--- config.mk ---
export PLATFORM = sky130hd
export DESIGN_NAME = dec_addsub
export DESIGN_NICKNAME = d
export VERILOG_FILES = /design/src/rtl/dec_addsub_pkg.sv /design/src/rtl/early_addsub_core.sv /design/src/rtl/late_addsub_core.sv /design/src/rtl/addsub_seq.sv /design/src/rtl/dec_addsub.sv
export SDC_FILE = /design/constraint.sdc
export NUM_CORES = 1
export LEC_CHECK = 0
export CORE_MARGIN = 8
export CORE_UTILIZATION = 45
export CTS_CLUSTER_DIAMETER = 40
export DETAILED_ROUTE_END_ITERATION = 8
export GPL_ROUTABILITY_DRIVEN = 0
export HOLD_SLACK_MARGIN = 0.05
export PLACE_DENSITY = 0.62
export SYNTH_ARGS = -nofsm -noshare
export SYNTH_HDL_FRONTEND = slang
export SYNTH_SLANG_ARGS = --single-unit
export TNS_END_PERCENT = 20
--- constraint.sdc ---
create_clock -name clk -period 12.05 [get_ports clk]
set_clock_uncertainty 0.05 [all_clocks]
set_input_delay 2.41 -clock clk [delete_from_list [all_inputs] [get_ports clk]]
set_output_delay 2.41 -clock clk [all_outputs]
set_load 0.05 [all_outputs]
--- src/rtl/dec_addsub_pkg.sv ---
package dec_addsub_pkg;
   localparam int BYTE_W = 8;
   localparam int NIB_W  = BYTE_W / 2;

   typedef enum logic {
      VAR_EARLY = 1'b0,
      VAR_LATE  = 1'b1
   } variant_e;

   typedef struct packed {
      logic [BYTE_W-1:0] acc;
      logic              n;
      logic              v;
      logic              z;
      logic              c;
   } alu_res_t;
endpackage

--- src/rtl/early_addsub_core.sv ---
module early_addsub_core
   import dec_addsub_pkg::*;
(
   input  logic [7:0] a,
   input  logic [7:0] b,
   input  logic       cin,
   input  logic       sub,
   input  logic       dec,
   output alu_res_t   res
);
   logic [8:0] bsum;
   logic [8:0] bdiff;
   logic [5:0] lo_add;
   logic [8:0] mid_pre;
   logic [9:0] mid_fix;
   logic [4:0] lo_sub;
   logic [8:0] hi_sub;
   logic [8:0] dsub;

   assign bsum  = {1'b0, a} + {1'b0, b} + {8'd0, cin};
   assign bdiff = {1'b0, a} - {1'b0, b} - {8'd0, ~cin};

   // decimal add path: digit adjust then high-digit adjust
   always_comb begin
      lo_add = {2'd0, a[3:0]} + {2'd0, b[3:0]} + {5'd0, cin};
      if (lo_add > 6'd9)
         lo_add = lo_add + 6'd6;
      mid_pre = {5'd0, lo_add[3:0]} + {1'b0, a[7:4], 4'd0} + {1'b0, b[7:4], 4'd0}
              + ((lo_add > 6'd15) ? 9'h010 : 9'h000);
      mid_fix = (mid_pre[8:4] > 5'd9) ? ({1'b0, mid_pre} + 10'h060) : {1'b0, mid_pre};
   end

   // decimal subtract path: accumulator only, flags stay binary
   always_comb begin
      lo_sub = {1'b0, a[3:0]} - {1'b0, b[3:0]} - {4'd0, ~cin};
      hi_sub = {1'b0, a[7:4], 4'd0} - {1'b0, b[7:4], 4'd0};
      if (lo_sub[4])
         dsub = {5'd0, lo_sub[3:0] - 4'd6} | (hi_sub - 9'h010);
      else
         dsub = {5'd0, lo_sub[3:0]} | hi_sub;
      if (dsub[8])
         dsub = dsub - 9'h060;
   end

   always_comb begin
      if (!sub && !dec) begin
         res.acc = bsum[7:0];
         res.c   = bsum[8];
         res.n   = bsum[7];
         res.z   = (bsum[7:0] == 8'd0);
         res.v   = (a[7] == b[7]) && (a[7] != bsum[7]);
      end else if (!sub) begin
         res.acc = mid_fix[7:0];
         res.c   = (mid_fix[9:8] != 2'd0);
         res.n   = mid_pre[7];
         res.z   = (bsum[7:0] == 8'd0);
         res.v   = (a[7] ^ mid_pre[7]) & ~(a[7] ^ b[7]);
      end else begin
         res.acc = dec ? dsub[7:0] : bdiff[7:0];
         res.c   = ~bdiff[8];
         res.n   = bdiff[7];
         res.z   = (bdiff[7:0] == 8'd0);
         res.v   = (a[7] ^ bdiff[7]) & (a[7] ^ b[7]);
      end
   end
endmodule

--- src/rtl/late_addsub_core.sv ---
module late_addsub_core
   import dec_addsub_pkg::*;
(
   input  logic [7:0] a,
   input  logic [7:0] b,
   input  logic       cin,
   input  logic       sub,
   input  logic       dec,
   output alu_res_t   res
);
   logic [4:0] lo_a;
   logic [4:0] lo_a2;
   logic [8:0] sum;
   logic       add_c;
   logic       add_v;
   logic [7:0] add_out;

   logic [4:0] lo_s;
   logic       hc;
   logic [7:0] lo_fix;
   logic [8:0] diff;
   logic       sub_c;
   logic       sub_v;
   logic [7:0] sub_out;

   logic [7:0] acc;

   // add
   always_comb begin
      lo_a  = {1'b0, a[3:0]} + {1'b0, b[3:0]} + {4'd0, cin};
      lo_a2 = (lo_a >= 5'd10) ? {1'b1, lo_a[3:0] + 4'd6} : lo_a;
      if (dec)
         sum = {4'd0, lo_a2} + {1'b0, a[7:4], 4'd0} + {1'b0, b[7:4], 4'd0};
      else
         sum = {1'b0, a} + {1'b0, b} + {8'd0, cin};
      add_c   = dec ? (sum >= 9'h0A0) : sum[8];
      add_v   = ~(a[7] ^ b[7]) & (add_c ? (sum < 9'h180) : (sum >= 9'h080));
      add_out = sum[7:0] + ((add_c && dec) ? 8'h60 : 8'h00);
   end

   // subtract
   always_comb begin
      lo_s   = 5'h0F + {1'b0, a[3:0]} - {1'b0, b[3:0]} + {4'd0, cin};
      hc     = (lo_s >= 5'h10);
      lo_fix = {3'd0, lo_s} - (hc ? 8'h10 : 8'h06);
      if (dec)
         diff = 9'h0F0 + {1'b0, a[7:4], 4'd0} - {1'b0, b[7:4], 4'd0} + (hc ? 9'h010 : 9'h000);
      else
         diff = 9'h0FF + {1'b0, a} - {1'b0, b} + {8'd0, cin};
      sub_c   = diff[8];
      sub_v   = (a[7] ^ b[7]) & (sub_c ? (diff < 9'h180) : (diff >= 9'h080));
      if (dec)
         sub_out = diff[7:0] - (sub_c ? 8'h00 : 8'h60) + lo_fix;
      else
         sub_out = diff[7:0];
   end

   always_comb begin
      acc     = sub ? sub_out : add_out;
      res.acc = acc;
      res.c   = sub ? sub_c : add_c;
      res.v   = sub ? sub_v : add_v;
      res.n   = acc[7];
      res.z   = (acc == 8'd0);
   end
endmodule

--- src/rtl/addsub_seq.sv ---
module addsub_seq
   import dec_addsub_pkg::*;
(
   input  logic     clk,
   input  logic     rst_n,
   input  logic     start,
   input  logic     slow,
   input  alu_res_t res_in,
   output alu_res_t res_out,
   output logic     busy,
   output logic     done
);
   alu_res_t stage_q;
   alu_res_t out_q;
   logic     busy_q;
   logic     done_q;

   always_ff @(posedge clk) begin
      if (!rst_n) begin
         stage_q <= '0;
         out_q   <= '0;
         busy_q  <= 1'b0;
         done_q  <= 1'b0;
      end else begin
         done_q <= 1'b0;
         if (busy_q) begin
            busy_q <= 1'b0;
            out_q  <= stage_q;
            done_q <= 1'b1;
         end else if (start) begin
            if (slow) begin
               busy_q  <= 1'b1;
               stage_q <= res_in;
            end else begin
               out_q  <= res_in;
               done_q <= 1'b1;
            end
         end
      end
   end

   assign res_out = out_q;
   assign busy    = busy_q;
   assign done    = done_q;

   p_fast_done_r1: assert property (@(posedge clk) disable iff (!rst_n)
      (start && !busy_q && !slow) |=> done_q);

   p_slow_done_r2: assert property (@(posedge clk) disable iff (!rst_n)
      (start && !busy_q && slow) |=> (!done_q ##1 done_q));

   p_busy_once_r2: assert property (@(posedge clk) disable iff (!rst_n)
      busy_q |=> !busy_q);

   p_hold_r10: assert property (@(posedge clk) disable iff (!rst_n)
      !$stable(out_q) |-> done_q);
endmodule

--- src/rtl/dec_addsub.sv ---
module dec_addsub
   import dec_addsub_pkg::*;
#(
   parameter int       DATA_W  = 8,
   parameter variant_e VARIANT = VAR_LATE
) (
   input  logic              clk,
   input  logic              rst_n,
   input  logic              start,
   input  logic              op_sub,
   input  logic              dec_mode,
   input  logic [DATA_W-1:0] acc_in,
   input  logic [DATA_W-1:0] opnd_in,
   input  logic              carry_in,
   output logic [DATA_W-1:0] acc_out,
   output logic              flag_n,
   output logic              flag_v,
   output logic              flag_z,
   output logic              flag_c,
   output logic              done
);
   localparam bit EXTRA_DEC_CYCLE = (VARIANT == VAR_LATE);

   alu_res_t core_res;
   alu_res_t held;
   logic     slow;
   logic     busy;

   if (DATA_W != BYTE_W) begin : g_width_check
      $error("dec_addsub: DATA_W must equal %0d", BYTE_W);
   end

   if (VARIANT == VAR_LATE) begin : g_late
      late_addsub_core u_core (
         .a   (acc_in),
         .b   (opnd_in),
         .cin (carry_in),
         .sub (op_sub),
         .dec (dec_mode),
         .res (core_res)
      );
   end else begin : g_early
      early_addsub_core u_core (
         .a   (acc_in),
         .b   (opnd_in),
         .cin (carry_in),
         .sub (op_sub),
         .dec (dec_mode),
         .res (core_res)
      );
   end

   assign slow = EXTRA_DEC_CYCLE && dec_mode;

   addsub_seq u_seq (
      .clk     (clk),
      .rst_n   (rst_n),
      .start   (start),
      .slow    (slow),
      .res_in  (core_res),
      .res_out (held),
      .busy    (busy),
      .done    (done)
   );

   assign acc_out = held.acc;
   assign flag_n  = held.n;
   assign flag_v  = held.v;
   assign flag_z  = held.z;
   assign flag_c  = held.c;

   p_bin_add_r3: assert property (@(posedge clk) disable iff (!rst_n)
      (start && !busy && !dec_mode && !op_sub) |=>
      ({flag_c, acc_out} == $past({1'b0, acc_in} + {1'b0, opnd_in} + {8'd0, carry_in})));

   p_bin_sub_r4: assert property (@(posedge clk) disable iff (!rst_n)
      (start && !busy && !dec_mode && op_sub) |=>
      (acc_out == $past(acc_in - opnd_in - {7'd0, ~carry_in})));
endmodule

Yosys cells after proc, flatten, opt, wreduce, memory -nomap -nowiden

Cells that the tools add are included.

Magnitude comparators: 7
Equal/unequal tests: 1
Reduce and logical (&&, ||, !) cells: 6
Add/sub/neg operators: 20
Muxes and demuxes: 21
Bitwise logic cells: 7

Operators by type and width:

| operator              | number |
|---|---|
| $mux W12              | 3 |
| $ge A9 B8 Y1 const B  | 3 |
| $add A8 B8 Y9 const A | 2 |
| $add A9 B1 Y9         | 2 |
| $lt A9 B9 Y1 const B  | 2 |
| $mux W9               | 2 |
| $sub A9 B8 Y9         | 2 |
| $add A8 B8 Y8         | 2 |
| $mux W8               | 2 |
| $mux W5               | 3 |
| $mux W7               | 2 |
| $add A5 B1 Y5         | 2 |
| $add A5 B8 Y9         | 1 |
| $add A8 B8 Y9         | 1 |
| $add A9 B8 Y9         | 1 |
| $add A9 B9 Y9         | 1 |
| $mux W1               | 9 |
| $logic_not A8 Y1      | 1 |
| $sub A5 B8 Y8         | 1 |
| $sub A8 B8 Y8         | 1 |
| $add A4 B4 Y5         | 1 |
| $add A4 B4 Y5 const A | 1 |
| $ge A5 B4 Y1 const B  | 1 |
| $ge A5 B5 Y1 const B  | 1 |
| 11 further kinds      | 15 |

Bits in registers: 26
Input port bits: 22
Word-level logic and storage cells: 74

Longest topological paths before layout

Gate-level depths: netlist of the first run.

Word-level depth: 17
Mapped depth: 27
Mapped depth without buffers: 27

Modules after synthesis

Synthesis of the first run repeated with hierarchy kept, for this count alone.

Cell total of the unflattened synthesis: 418
Area total of the unflattened synthesis: 3301.9 um2

Modules (own cells, without submodules):

| module           | cells an instance | seq. area each (um2) | area each (um2) | instances |
|---|---|---|---|---|
| late_addsub_core | 303               | 0.0                  | 2292.2          | 1 |
| addsub_seq       | 115               | 520.5                | 1009.7          | 1 |

Worst setup path after synthesis of the first run

No wires, ideal clock.

Path kind: input to register
Start point: input acc_in[0]
End point: register u_seq.out_q (netlist bit u_seq.res_out[3])
Stages on the path: 26
Data arrival time: 7.114 ns
Required time: 11.941 ns
Setup slack: 4.827 ns
Cell sequence: inv_1 > fa_1 > inv_1 > fa_1 > and3_4 > nor2_1 > inv_1 > ha_1 > ha_1 > ha_1 > o211ai_1 > a21oi_1 > o31a_1 > o41ai_4 > ha_1 > inv_1 > ha_1 > ha_1 > a21oi_1 > nand3_1 > a31oi_1 > xnor2_1 > o221ai_1 > or2_1 > a211oi_1 > a31o_1

Cells in the longest elaborated chain, start to end: 16
Elaborated cells on any way between the ends: 35

Ends and longest elaborated chain:

| item                                                 | line                   | text |
|---|---|---|
| from (decl)                                          | dec_addsub.sv:12       | `input logic [DATA_W-1:0] acc_in,` |
| $add A4 B4 Y5                                        | late_addsub_core.sv:30 | `lo_a = {1'b0, a[3:0]} + {1'b0, b[3:0]} + {4'd0, cin};` |
| $add A5 B1 Y5                                        | late_addsub_core.sv:30 |  |
| $add A4 B3 Y4 / $ge A5 B4 Y1 (equally long branches) | late_addsub_core.sv:31 | `lo_a2 = (lo_a >= 5'd10) ? {1'b1, lo_a[3:0] + 4'd6} : lo_a;` |
| $mux W5                                              | late_addsub_core.sv:31 |  |
| $add A5 B8 Y9                                        | late_addsub_core.sv:33 | `sum = {4'd0, lo_a2} + {1'b0, a[7:4], 4'd0} + {1'b0, b[7:4], 4'd0};` |
| $add A9 B8 Y9                                        | late_addsub_core.sv:33 |  |
| $mux W9                                              | late_addsub_core.sv:32 | `if (dec)` |
| $ge A9 B8 Y1                                         | late_addsub_core.sv:36 | `add_c = dec ? (sum >= 9'h0A0) : sum[8];` |
| $mux W1                                              | late_addsub_core.sv:36 |  |
| $logic_and A1 B1 Y1                                  | late_addsub_core.sv:38 | `add_out = sum[7:0] + ((add_c && dec) ? 8'h60 : 8'h00);` |
| $mux W7                                              | late_addsub_core.sv:38 |  |
| $add A8 B8 Y8                                        | late_addsub_core.sv:38 |  |
| $mux W8 (*)                                          | late_addsub_core.sv:59 | `acc = sub ? sub_out : add_out;` |
| $mux W12 (*)                                         | addsub_seq.sv:31       | `if (slow) begin` |
| $mux W12 (*)                                         | addsub_seq.sv:30       | `end else if (start) begin` |
| $mux W12 (*)                                         | addsub_seq.sv:26       | `if (busy_q) begin` |
| to (signal assigned)                                 | addsub_seq.sv:28       | `out_q <= stage_q;` |
| to (signal assigned)                                 | addsub_seq.sv:35       | `out_q <= res_in;` |
| to (decl)                                            | addsub_seq.sv:14       | `alu_res_t out_q;` |

Mark *: on every way between the ends. The rest lies on a longest branch, timed or not. The select of a mux whose other input is x is not followed.
A chain may end at the register's enable or synchronous reset.

Worst setup path after layout of the first run

Ends and elaborated chain as after synthesis.

==> flow_results.xml, run 1 <==
<?xml version="1.0" encoding="UTF-8"?>
<metrics>
  <group name="setup_path">
    <metric name="critPathCaptureType" unit="">register</metric>
    <metric name="timing_worst_setup_path_type" unit="">input pin to register</metric>
    <metric name="setup.worst_path.start_class" unit="">input pin</metric>
    <metric name="worst_path_most_repeated_cell" unit="">sky130_fd_sc_hd__ha_1</metric>
    <metric name="arrival" unit="ns">8.12</metric>
    <metric name="crit_slowest_cell" unit="">sky130_fd_sc_hd__fa_1</metric>
    <metric name="required" unit="ns">12.22</metric>
    <metric name="path_max_fanout" unit="">6</metric>
    <metric name="cpPeakStageDelay" unit="ns">0.41</metric>
  </group>
  <group name="global_route">
    <metric name="grt.overflow.total" unit="">0</metric>
    <metric name="grt_pass1_wl" unit="mm">13.2</metric>
    <metric name="pin_count_of_the_biggest_net_entering_global_routing" unit="">34</metric>
    <metric name="grt_pass1_vias" unit="">2755</metric>
    <metric name="number_of_antenna_violations_at_the_first_check_in_global_routing" unit="">0</metric>
    <metric name="groute.usage.overall" unit="%">15.9</metric>
  </group>
  <group name="yosys">
    <metric name="yosys_most_used_dff" unit="">sky130_fd_sc_hd__dfxtp_1</metric>
    <metric name="postSynth.asyncResetShare" unit="%">0</metric>
    <metric name="yosys.cell_count.top_type" unit="">sky130_fd_sc_hd__inv_1</metric>
    <metric name="synth_sequential_area_ratio" unit="%">14.9</metric>
    <metric name="netlist_top_cells_count" unit="">sky130_fd_sc_hd__inv_1 (51), sky130_fd_sc_hd__ha_1 (47), sky130_fd_sc_hd__nor2_1 (37), sky130_fd_sc_hd__a21oi_1 (36)</metric>
    <metric name="synth_cells" unit="">414</metric>
    <metric name="syn_area" unit="mm²">0.00322</metric>
    <metric name="synth_seq_cells" unit="">24</metric>
    <metric name="post-synth-top-area-cell" unit="">sky130_fd_sc_hd__ha_1</metric>
    <metric name="count_of_flip_flops_with_a_built_in_enable_after_synthesis" unit="">0</metric>
    <metric name="synthesis.yosys.warnings" unit="">0</metric>
    <metric name="post_synth.cell_area_avg" unit="µm²">7.77</metric>
    <metric name="synthDominantCellAreaShare" unit="%">18.3</metric>
    <metric name="synth_cell_types" unit="">64</metric>
    <metric name="synth_fp_nets" unit="">493</metric>
    <metric name="yosys-top-cells-area" unit="">sky130_fd_sc_hd__ha_1 (18%), sky130_fd_sc_hd__dfxtp_1 (15%), sky130_fd_sc_hd__fa_1 (6.2%), sky130_fd_sc_hd__inv_1 (5.9%), sky130_fd_sc_hd__a21oi_1 (5.6%)</metric>
  </group>
  <group name="floorplan">
    <metric name="die_h" unit="µm">101</metric>
    <metric name="boundaryPins" unit="">35</metric>
    <metric name="fp.dieW" unit="µm">101</metric>
    <metric name="rows" unit="">31</metric>
    <metric name="placeableCoreArea" unit="mm²">0.00710</metric>
    <metric name="effective_utilization_at_floorplan" unit="%">45.3</metric>
    <metric name="floorplan.die_area" unit="mm²">0.0101</metric>
  </group>
  <group name="clocking">
    <metric name="post-cts-setup-buffers" unit="">0</metric>
    <metric name="clkSlewWorstSetupHoldPaths" unit="ns">0.08</metric>
    <metric name="cts.repair.resized" unit="">0</metric>
    <metric name="cts_htree_levels" unit="">1</metric>
    <metric name="cts_buffer_depth" unit="">2</metric>
    <metric name="cts-hold-fix-buffers" unit="">0</metric>
    <metric name="clk_root_buffer_cell" unit="">sky130_fd_sc_hd__clkbuf_8</metric>
    <metric name="clock-sinks" unit="">24</metric>
    <metric name="tritoncts_clock_tree" unit="">done</metric>
    <metric name="clock_latency" unit="ns">0.27</metric>
    <metric name="tritoncts.num_buffers" unit="">3</metric>
  </group>
  <group name="sta">
    <metric name="relSlewSlack" unit="%">50.1</metric>
    <metric name="report.final.slew_viol_count" unit="">0</metric>
    <metric name="rsz_0062_raised_after_global_routing" unit="">false</metric>
    <metric name="hold_viol_final" unit="">0</metric>
    <metric name="setup_tns" unit="ns">0</metric>
    <metric name="final_critical_path_setup_slack" unit="ns">4.09</metric>
    <metric name="timing.final.crit_period" unit="ns">7.96</metric>
    <metric name="worst-slew-pin-transition" unit="ns">0.747</metric>
    <metric name="layout_worst_path_cycle_share" unit="%">66.0</metric>
    <metric name="max_freq" unit="MHz">126</metric>
    <metric name="timing.final.setup_violations" unit="">0</metric>
  </group>
  <group name="power_and_ir_drop">
    <metric name="power.leakage" unit="nW">1.68</metric>
    <metric name="peakVddDrop" unit="mV">0.0597</metric>
    <metric name="pwr_density_cell" unit="mW/mm²">125</metric>
  </group>
  <group name="route">
    <metric name="drc" unit="">0</metric>
    <metric name="post_detailed_route_via_to_cell_ratio" unit="">5.55</metric>
    <metric name="routed_met3_length" unit="µm">275</metric>
    <metric name="route.antenna.remaining_nets" unit="">0</metric>
    <metric name="drt_iter0_drc" unit="">121</metric>
    <metric name="routed_wire_length_per_instance" unit="µm">14.7</metric>
    <metric name="routed-wl-met2" unit="mm">3.71</metric>
    <metric name="firstDrtPassIters" unit="">4</metric>
    <metric name="dr_total_vias" unit="">2952</metric>
    <metric name="drt-total-wl" unit="mm">7.82</metric>
    <metric name="top_signal_layer_used" unit="">met4</metric>
    <metric name="wl_met1" unit="mm">3.78</metric>
  </group>
  <group name="hold_path">
    <metric name="timing.hold.worst.class" unit="">register to register</metric>
  </group>
  <group name="job">
    <metric name="max_cap_viol_count" unit="">0</metric>
  </group>
  <group name="final_layout">
    <metric name="nNetsFinal" unit="">514</metric>
    <metric name="layout-area-overhead-vs-synth" unit="%">13.0</metric>
    <metric name="nFillCells" unit="">727</metric>
    <metric name="multi_input_comb_area" unit="mm²">0.00244</metric>
    <metric name="drive_above_1_share" unit="%">2.54</metric>
    <metric name="antenna-diode-count" unit="">0</metric>
    <metric name="finalCoreUtilization" unit="%">51.2</metric>
    <metric name="regArea" unit="µm²">480</metric>
    <metric name="design_area" unit="mm²">0.00364</metric>
  </group>
  <group name="place">
    <metric name="dp_worst_setup_slack" unit="ns">3.79</metric>
    <metric name="detailed_place_hpwl" unit="mm">6.27</metric>
    <metric name="post_dp_cell_area" unit="mm²">0.00360</metric>
    <metric name="numPortBuffers" unit="">34</metric>
  </group>
  <group name="run_status">
    <metric name="run_status" unit="">finished clean</metric>
  </group>
</metrics>
==> layout by cell type, fill, tap and decap left out, types with 7 or more instances in the layout <==
cell type	count
sky130_fd_sc_hd__nor2_1	37
sky130_fd_sc_hd__mux2i_1	9
sky130_fd_sc_hd__nand2_1	24
sky130_fd_sc_hd__xor2_1	8
sky130_fd_sc_hd__nor3_1	8
sky130_fd_sc_hd__dfxtp_1	24
sky130_fd_sc_hd__a21oi_1	36
sky130_fd_sc_hd__o21ai_0	7
sky130_fd_sc_hd__inv_1	51
sky130_fd_sc_hd__ha_1	47
sky130_fd_sc_hd__fa_1	10
sky130_fd_sc_hd__nand3_1	9
sky130_fd_sc_hd__o211ai_1	8
sky130_fd_sc_hd__xnor2_1	12
sky130_fd_sc_hd__clkdlybuf4s50_1	34
==> area by class of cell <==
cell class,instances,share of cell area (%)
clock buffers,3,1.14
inverters,55,5.68
multi-input cells,316,67.0
flip-flops and latches,24,13.2
well taps,99,3.41
repair buffers,35,9.56
==> stage by stage <==
stage,std cells,total power [mW],hold slack (ns)
4_1_cts,532,0.457,0.413
5_1_grt,532,0.501,0.457
6_report,532,0.456,0.410
3_5_place_dp,529,0.409,0.401
2_1_floorplan,414,0.340,0.382
3_3_place_gp,529,0.403,0.393
==> where the power goes <==
group          switching (mW)  leakage, nW  internal [mW]  total, mW
clock                  0.0239       0.0216         0.0224     0.0463
combinational           0.179         1.46          0.140      0.319
sequential            0.00376        0.196         0.0865     0.0903
total                   0.206         1.68          0.249      0.456
==> cells by family (layout without fill, tap and decap cells) <==
family	count (synthesis)	after routing	synth area share (%)
multiplexers	10	10	3.15
adder cells (fa/ha/maj)	57	57	24.5
AO/OA/AOI/OAI	108	108	23.3
buffers and inverters	74	93	9.33
XOR/XNOR	21	21	6.14
AND/OR/NAND/NOR	120	120	18.6
flip-flops	24	24	14.9
==> registers in the layout, indices dropped and copies added, names as in the netlist <==
register       cells
u_seq.done         1
u_seq.res_out     11
u_seq.stage_q     11
u_seq.busy         1
==> metal layers <==
| metal | global-route usage, % | vias to the layer above |
|---|---|---|
| met3 | 1.80 | 6 |
| met5 | 0 | - |
| met2 | 27.3 | 65 |
| met1 | 21.1 | 1390 |
| li1 | - | 1491 |
| met4 | 1.98 | 0 |
==> critical path, delay by kind of cell <==
family	cells	cell delay, ns
simple gates	4	0.91
buf+inv	5	0.78
fa+ha+maj	8	2.28
xor+xnor	1	0.17
compound gates	9	1.57
==> final timing paths <==
| kind | start | endpoint | slack, ns | cells after the start |
|---|---|---|---|---|
| setup / recovery | acc_in[0] | u_seq.res_out[3] | 4.09 | 27 |
| hold / removal | u_seq.stage_q[9] | u_seq.res_out[9] | 0.41 | 2 |
| setup reg to reg | u_seq.busy | u_seq.stage_q[1] | 9.82 | 4 |
| hold reg to reg | u_seq.stage_q[9] | u_seq.res_out[9] | 0.41 | 2 |
No activity file was read; power rests on OpenSTA's default activity.
==> inputs of run 2 (changes only) <==
- PLACE_DENSITY: 0.62 -> 0.64
- clock period: 12.05 -> 6.8 ns (I/O delays scaled with it)
==> run 2 against run 1 <==
Against the previous run:
- utilization up 1.1 points
- sequential power up 77%
- power up 87%
- via count down 1.3%
- clock-buffer cell count up 1
- wire length up 1.3%
- non-clock buffer count up 4
- register-to-register slack worse by 5.3 ns
- first-iteration DRC count up 31%
- clock power up 110%
- hold slack worse by 0.0087 ns
- cell area up 2.1%
- critical endpoint unchanged
- largest power group unchanged
==> flow_results.xml, run 2 (synthesized netlist as in run 1, its figures left out) <==
<?xml version="1.0" encoding="UTF-8"?>
<metrics>
  <group name="floorplan">
    <metric name="fp.dieW" unit="µm">101</metric>
    <metric name="effective_utilization_at_floorplan" unit="%">45.3</metric>
    <metric name="floorplan.die_area" unit="mm²">0.0101</metric>
    <metric name="boundaryPins" unit="">35</metric>
    <metric name="placeableCoreArea" unit="mm²">0.00710</metric>
    <metric name="die_h" unit="µm">101</metric>
    <metric name="rows" unit="">31</metric>
  </group>
  <group name="route">
    <metric name="firstDrtPassIters" unit="">4</metric>
    <metric name="routed_met3_length" unit="µm">217</metric>
    <metric name="drt_iter0_drc" unit="">159</metric>
    <metric name="post_detailed_route_via_to_cell_ratio" unit="">5.43</metric>
    <metric name="routed-wl-met2" unit="mm">3.88</metric>
    <metric name="wl_met1" unit="mm">3.73</metric>
    <metric name="routed_wire_length_per_instance" unit="µm">14.7</metric>
    <metric name="route.antenna.remaining_nets" unit="">0</metric>
    <metric name="drc" unit="">0</metric>
    <metric name="top_signal_layer_used" unit="">met4</metric>
    <metric name="drt-total-wl" unit="mm">7.92</metric>
    <metric name="dr_total_vias" unit="">2915</metric>
  </group>
  <group name="place">
    <metric name="detailed_place_hpwl" unit="mm">6.34</metric>
    <metric name="numPortBuffers" unit="">34</metric>
  </group>
  <group name="sta">
    <metric name="relSlewSlack" unit="%">47.9</metric>
    <metric name="max_freq" unit="MHz">154</metric>
    <metric name="timing.final.setup_violations" unit="">0</metric>
    <metric name="timing.final.crit_period" unit="ns">6.49</metric>
    <metric name="worst-slew-pin-transition" unit="ns">0.779</metric>
    <metric name="layout_worst_path_cycle_share" unit="%">95.4</metric>
    <metric name="report.final.slew_viol_count" unit="">0</metric>
    <metric name="finalHoldWorstSlack" unit="ns">0.401</metric>
    <metric name="hold_viol_final" unit="">0</metric>
  </group>
  <group name="setup_path">
    <metric name="timing_worst_setup_path_type" unit="">input pin to register</metric>
    <metric name="worstReg2RegEnd" unit="">u_seq.stage_q[1]</metric>
    <metric name="critPathCaptureType" unit="">register</metric>
    <metric name="setup.worst_path.start_class" unit="">input pin</metric>
    <metric name="critical_path_buf_inv_count" unit="">5</metric>
    <metric name="required" unit="ns">6.97</metric>
    <metric name="worst_path_most_repeated_cell" unit="">sky130_fd_sc_hd__ha_1</metric>
    <metric name="rr_worst_depth" unit="">4</metric>
    <metric name="critical_path.reg2reg.startpoint" unit="">u_seq.busy</metric>
    <metric name="crit_slowest_cell" unit="">sky130_fd_sc_hd__fa_1</metric>
    <metric name="cpPeakStageDelay" unit="ns">0.40</metric>
    <metric name="ff2ff_setup_slack" unit="ns">4.52</metric>
    <metric name="crit_family" unit="">adder cells</metric>
    <metric name="timing.critical_path.depth" unit="">27</metric>
    <metric name="arrival" unit="ns">6.66</metric>
    <metric name="path_max_fanout" unit="">6</metric>
  </group>
  <group name="final_layout">
    <metric name="layout.cells.most_common" unit="">sky130_fd_sc_hd__inv_1</metric>
    <metric name="layout-area-overhead-vs-synth" unit="%">15.4</metric>
    <metric name="finalCoreUtilization" unit="%">52.3</metric>
    <metric name="regArea" unit="µm²">480</metric>
    <metric name="drive_above_1_share" unit="%">5.02</metric>
    <metric name="nFillCells" unit="">702</metric>
    <metric name="antenna-diode-count" unit="">0</metric>
    <metric name="multi_input_comb_area" unit="mm²">0.00247</metric>
    <metric name="nNetsFinal" unit="">518</metric>
    <metric name="mostFrequentLayoutCells" unit="">sky130_fd_sc_hd__inv_1 (51), sky130_fd_sc_hd__ha_1 (45), sky130_fd_sc_hd__nor2_1 (37)</metric>
  </group>
  <group name="clocking">
    <metric name="cts_htree_levels" unit="">1</metric>
    <metric name="clkSlewWorstSetupHoldPaths" unit="ns">0.08</metric>
    <metric name="tritoncts.num_buffers" unit="">3</metric>
    <metric name="clock-sinks" unit="">24</metric>
    <metric name="post-cts-setup-buffers" unit="">0</metric>
    <metric name="clk_root_buffer_cell" unit="">sky130_fd_sc_hd__clkbuf_8</metric>
    <metric name="tritoncts_clock_tree" unit="">done</metric>
    <metric name="cts_buffer_depth" unit="">2</metric>
    <metric name="cts-hold-fix-buffers" unit="">0</metric>
    <metric name="clock_latency" unit="ns">0.27</metric>
  </group>
  <group name="global_route">
    <metric name="groute.usage.overall" unit="%">15.8</metric>
    <metric name="grt_pass1_wl" unit="mm">13.2</metric>
    <metric name="grt_pass1_vias" unit="">2888</metric>
    <metric name="pin_count_of_the_biggest_net_entering_global_routing" unit="">34</metric>
    <metric name="number_of_antenna_violations_at_the_first_check_in_global_routing" unit="">0</metric>
    <metric name="grt.overflow.total" unit="">0</metric>
  </group>
  <group name="hold_path">
    <metric name="hold_path_depth" unit="">2</metric>
    <metric name="hold_path.startpoint" unit="">u_seq.stage_q[9]</metric>
    <metric name="timing.hold.worst.class" unit="">register to register</metric>
    <metric name="hold_path_end" unit="">u_seq.res_out[9]</metric>
  </group>
  <group name="power_and_ir_drop">
    <metric name="peakVddDrop" unit="mV">0.100</metric>
    <metric name="pwr_density_cell" unit="mW/mm²">230</metric>
    <metric name="power.leakage" unit="nW">1.70</metric>
  </group>
  <group name="job">
    <metric name="max_cap_viol_count" unit="">0</metric>
  </group>
  <group name="run_status">
    <metric name="run_status" unit="">finished clean</metric>
  </group>
</metrics>
==> run 2: how the worst max path moves through the flow <==
stage	from	slack, ns	endpoint
2_1_floorplan	acc_in[0]	0.63	u_seq.res_out[3]
3_3_place_gp	acc_in[0]	0.02	u_seq.res_out[3]
3_5_place_dp	acc_in[0]	-0.02	u_seq.res_out[3]
4_1_cts	acc_in[0]	0.25	u_seq.res_out[3]
5_1_grt	acc_in[0]	-0.02	u_seq.res_out[3]
6_report	acc_in[0]	0.31	u_seq.res_out[3]
==> run 2: power by group <==
part,internal [mW],total [mW],switching [mW]
clock network,0.0517,0.0954,0.0438
logic,0.273,0.597,0.325
registers,0.153,0.160,0.00657
total,0.478,0.853,0.375
==> run 2: cell type report <==
class | count | share of cell area (%)
timing repair buffer | 39 | 10.2
sequential | 24 | 12.9
clock buffer | 4 | 1.48
tap | 99 | 3.33
multi-input combinational | 316 | 66.5
inverter | 55 | 5.56
==> run 2: stage by stage <==
stage          instance area (µm²)  cells  setup WS [ns]  total power, mW  setup TNS (ns)
3_5_place_dp                  3630    533        -0.0157            0.729         -0.0157
4_1_cts                       3680    537          0.246            0.827               0
2_1_floorplan                 3220    414          0.627            0.603               0
5_1_grt                       3710    537        -0.0206            0.934         -0.0206
3_3_place_gp                  3630    533         0.0223            0.719               0
6_report                      3710    537          0.311            0.853               0
==> run 2: worst register-to-register path, cell delays in order, from the launching register on <==
cell and delay, ns:
sky130_fd_sc_hd__dfxtp_1 0.42, sky130_fd_sc_hd__inv_1 0.39, sky130_fd_sc_hd__nand3_1 0.67, sky130_fd_sc_hd__and3_1 0.45, sky130_fd_sc_hd__a41o_1 0.20
==> run 2: metal layers <==
layer	vias to the layer above	global-route usage [%]
met2	40	28.1
li1	1496	-
met5	-	0
met1	1373	19.9
met3	6	2.28
met4	0	2.67
==> run 2: repair_timing <==
item                                   4_1_cts  5_1_grt
setup endpoints to repair                    0        2
endpoints found under the hold margin        0        0
resized for setup                            0        6
==> inputs of run 3 (changes only) <==
- CORE_MARGIN: 8 -> not set
==> run 3 against run 2 <==
Against the previous run:
- wire length is 2.7% lower
- final cell count unchanged
- die area fell by 26%
- global-route usage grew 6.2 points
- critical path type unchanged
- largest cell class unchanged
- largest power group unchanged
==> flow_results.xml, run 3 (synthesized netlist as in run 1, its figures left out) <==
<?xml version="1.0" encoding="UTF-8"?>
<metrics>
  <group name="run_status">
    <metric name="run_status" unit="">finished clean</metric>
  </group>
  <group name="global_route">
    <metric name="grt.overflow.total" unit="">0</metric>
    <metric name="grt_pass1_vias" unit="">2801</metric>
    <metric name="groute.usage.overall" unit="%">22.0</metric>
    <metric name="number_of_antenna_violations_at_the_first_check_in_global_routing" unit="">0</metric>
    <metric name="grt_pass1_wl" unit="mm">13.1</metric>
    <metric name="pin_count_of_the_biggest_net_entering_global_routing" unit="">23</metric>
  </group>
  <group name="route">
    <metric name="dr_total_vias" unit="">2952</metric>
    <metric name="drt-total-wl" unit="mm">7.70</metric>
    <metric name="firstDrtPassIters" unit="">4</metric>
    <metric name="route.antenna.remaining_nets" unit="">0</metric>
    <metric name="drt_iter0_drc" unit="">137</metric>
    <metric name="drc" unit="">0</metric>
    <metric name="post_detailed_route_via_to_cell_ratio" unit="">5.50</metric>
    <metric name="routed_wire_length_per_instance" unit="µm">14.3</metric>
  </group>
  <group name="sta">
    <metric name="setup_tns" unit="ns">0</metric>
    <metric name="report.final.slew_viol_count" unit="">0</metric>
    <metric name="timing.final.crit_period" unit="ns">6.43</metric>
    <metric name="hold_viol_final" unit="">0</metric>
    <metric name="max_freq" unit="MHz">156</metric>
    <metric name="worst-slew-pin-transition" unit="ns">0.764</metric>
    <metric name="final_critical_path_setup_slack" unit="ns">0.369</metric>
    <metric name="rsz_0062_raised_after_global_routing" unit="">false</metric>
    <metric name="timing.final.setup_violations" unit="">0</metric>
    <metric name="layout_worst_path_cycle_share" unit="%">94.6</metric>
    <metric name="relSlewSlack" unit="%">48.9</metric>
  </group>
  <group name="floorplan">
    <metric name="effective_utilization_at_floorplan" unit="%">46.8</metric>
    <metric name="rows" unit="">30</metric>
    <metric name="floorplan.die_area" unit="mm²">0.00749</metric>
    <metric name="placeableCoreArea" unit="mm²">0.00687</metric>
    <metric name="boundaryPins" unit="">35</metric>
    <metric name="die_h" unit="µm">86.6</metric>
    <metric name="fp.dieW" unit="µm">86.6</metric>
  </group>
  <group name="clocking">
    <metric name="cts.repair.resized" unit="">0</metric>
    <metric name="post-cts-setup-buffers" unit="">0</metric>
    <metric name="cts_buffer_depth" unit="">2</metric>
    <metric name="tritoncts_clock_tree" unit="">done</metric>
    <metric name="clock_latency" unit="ns">0.26</metric>
    <metric name="clk_root_buffer_cell" unit="">sky130_fd_sc_hd__clkbuf_8</metric>
    <metric name="cts_htree_levels" unit="">1</metric>
    <metric name="clkSlewWorstSetupHoldPaths" unit="ns">0.08</metric>
    <metric name="clock-sinks" unit="">24</metric>
    <metric name="cts-hold-fix-buffers" unit="">0</metric>
    <metric name="tritoncts.num_buffers" unit="">3</metric>
  </group>
  <group name="power_and_ir_drop">
    <metric name="peakVddDrop" unit="mV">0.121</metric>
    <metric name="power.leakage" unit="nW">1.71</metric>
    <metric name="pwr_density_cell" unit="mW/mm²">224</metric>
  </group>
  <group name="setup_path">
    <metric name="setup.worst_path.start_class" unit="">input pin</metric>
    <metric name="path_max_fanout" unit="">6</metric>
    <metric name="timing_worst_setup_path_type" unit="">input pin to register</metric>
    <metric name="required" unit="ns">6.96</metric>
    <metric name="critPathCaptureType" unit="">register</metric>
    <metric name="arrival" unit="ns">6.59</metric>
  </group>
  <group name="final_layout">
    <metric name="layout.cells.most_common" unit="">sky130_fd_sc_hd__inv_1</metric>
    <metric name="layout-area-overhead-vs-synth" unit="%">15.8</metric>
    <metric name="antenna-diode-count" unit="">0</metric>
    <metric name="mostFrequentLayoutCells" unit="">sky130_fd_sc_hd__inv_1 (50), sky130_fd_sc_hd__ha_1 (46), sky130_fd_sc_hd__nor2_1 (37)</metric>
    <metric name="nNetsFinal" unit="">522</metric>
    <metric name="drive_above_1_share" unit="%">6.58</metric>
  </group>
  <group name="place">
    <metric name="dp_worst_setup_slack" unit="ns">-0.0627</metric>
    <metric name="detailed_place_hpwl" unit="mm">6.17</metric>
    <metric name="numPortBuffers" unit="">34</metric>
  </group>
  <group name="job">
    <metric name="max_cap_viol_count" unit="">0</metric>
  </group>
  <group name="hold_path">
    <metric name="timing.hold.worst.class" unit="">register to register</metric>
  </group>
</metrics>
run 3: per-layer routing:
layer,vias to the layer above,GRT usage (%),routed length (µm),part of all wire [%]
met3,10,2.57,196,2.5
met2,47,38.3,3630,47
met1,1389,29.9,3800,49
li1,1506,-,-,-
met4,0,3.18,78,1.0
met5,-,0,0,0
run 3: metrics by stage:
stage | power, mW | instances | utilization [%] | hold slack (ns) | instance area [µm²]
floorplan | 0.603 | 414 | - | 0.382 | 3220
global placement | 0.731 | 534 | 53.2 | 0.392 | 3650
CTS | 0.827 | 537 | 53.8 | 0.418 | 3690
finish | 0.835 | 537 | 54.3 | 0.410 | 3730
detailed placement | 0.742 | 534 | 53.2 | 0.405 | 3650
global route | 0.916 | 537 | 54.3 | 0.430 | 3730
run 3: worst paths after layout:
kind / start / endpoint / slack [ns] / depth (start not counted)
hold reg to reg: u_seq.stage_q[9] / u_seq.res_out[9] / 0.41 / 2
setup / recovery: opnd_in[0] / u_seq.res_out[3] / 0.37 / 26
hold / removal: u_seq.stage_q[9] / u_seq.res_out[9] / 0.41 / 2
setup reg to reg: u_seq.busy / u_seq.stage_q[1] / 4.51 / 4
run 3: where the power goes:
| group | total, mW | switching [mW] | internal (mW) | leakage, nW |
|---|---|---|---|---|
| combinational | 0.594 | 0.323 | 0.271 | 1.49 |
| sequential | 0.160 | 0.00668 | 0.153 | 0.196 |
| clock | 0.0816 | 0.0420 | 0.0396 | 0.0216 |
| total | 0.835 | 0.372 | 0.464 | 1.71 |
run 3: worst max-delay path: stages:
cell                              delay [ns]
sky130_fd_sc_hd__clkdlybuf4s50_1        0.51
sky130_fd_sc_hd__fa_2                   0.23
sky130_fd_sc_hd__inv_1                  0.05
sky130_fd_sc_hd__fa_1                   0.41
sky130_fd_sc_hd__and3_4                 0.22
sky130_fd_sc_hd__nor2_1                 0.13
sky130_fd_sc_hd__inv_1                  0.08
sky130_fd_sc_hd__ha_1                   0.21
sky130_fd_sc_hd__ha_1                   0.30
sky130_fd_sc_hd__ha_1                   0.20
sky130_fd_sc_hd__o211ai_1               0.20
sky130_fd_sc_hd__and3_1                 0.18
sky130_fd_sc_hd__o31a_1                 0.16
sky130_fd_sc_hd__o41ai_4                0.12
sky130_fd_sc_hd__ha_1                   0.30
sky130_fd_sc_hd__inv_1                  0.04
sky130_fd_sc_hd__ha_1                   0.28
sky130_fd_sc_hd__ha_2                   0.32
sky130_fd_sc_hd__a21oi_1                0.13
sky130_fd_sc_hd__nand3_1                0.08
sky130_fd_sc_hd__a31oi_1                0.20
sky130_fd_sc_hd__xnor2_1                0.16
sky130_fd_sc_hd__o221ai_2               0.12
sky130_fd_sc_hd__or2_1                  0.25
sky130_fd_sc_hd__a211oi_2               0.22
sky130_fd_sc_hd__a31o_1                 0.11
run 3: final cells by class:
type                       count  area (µm²)
timing repair buffer          43         408
fill                         716        3140
inverter                      55         206
tap                           96         120
sequential                    24         480
multi-input combinational    316        2470
clock buffer                   3        41.3
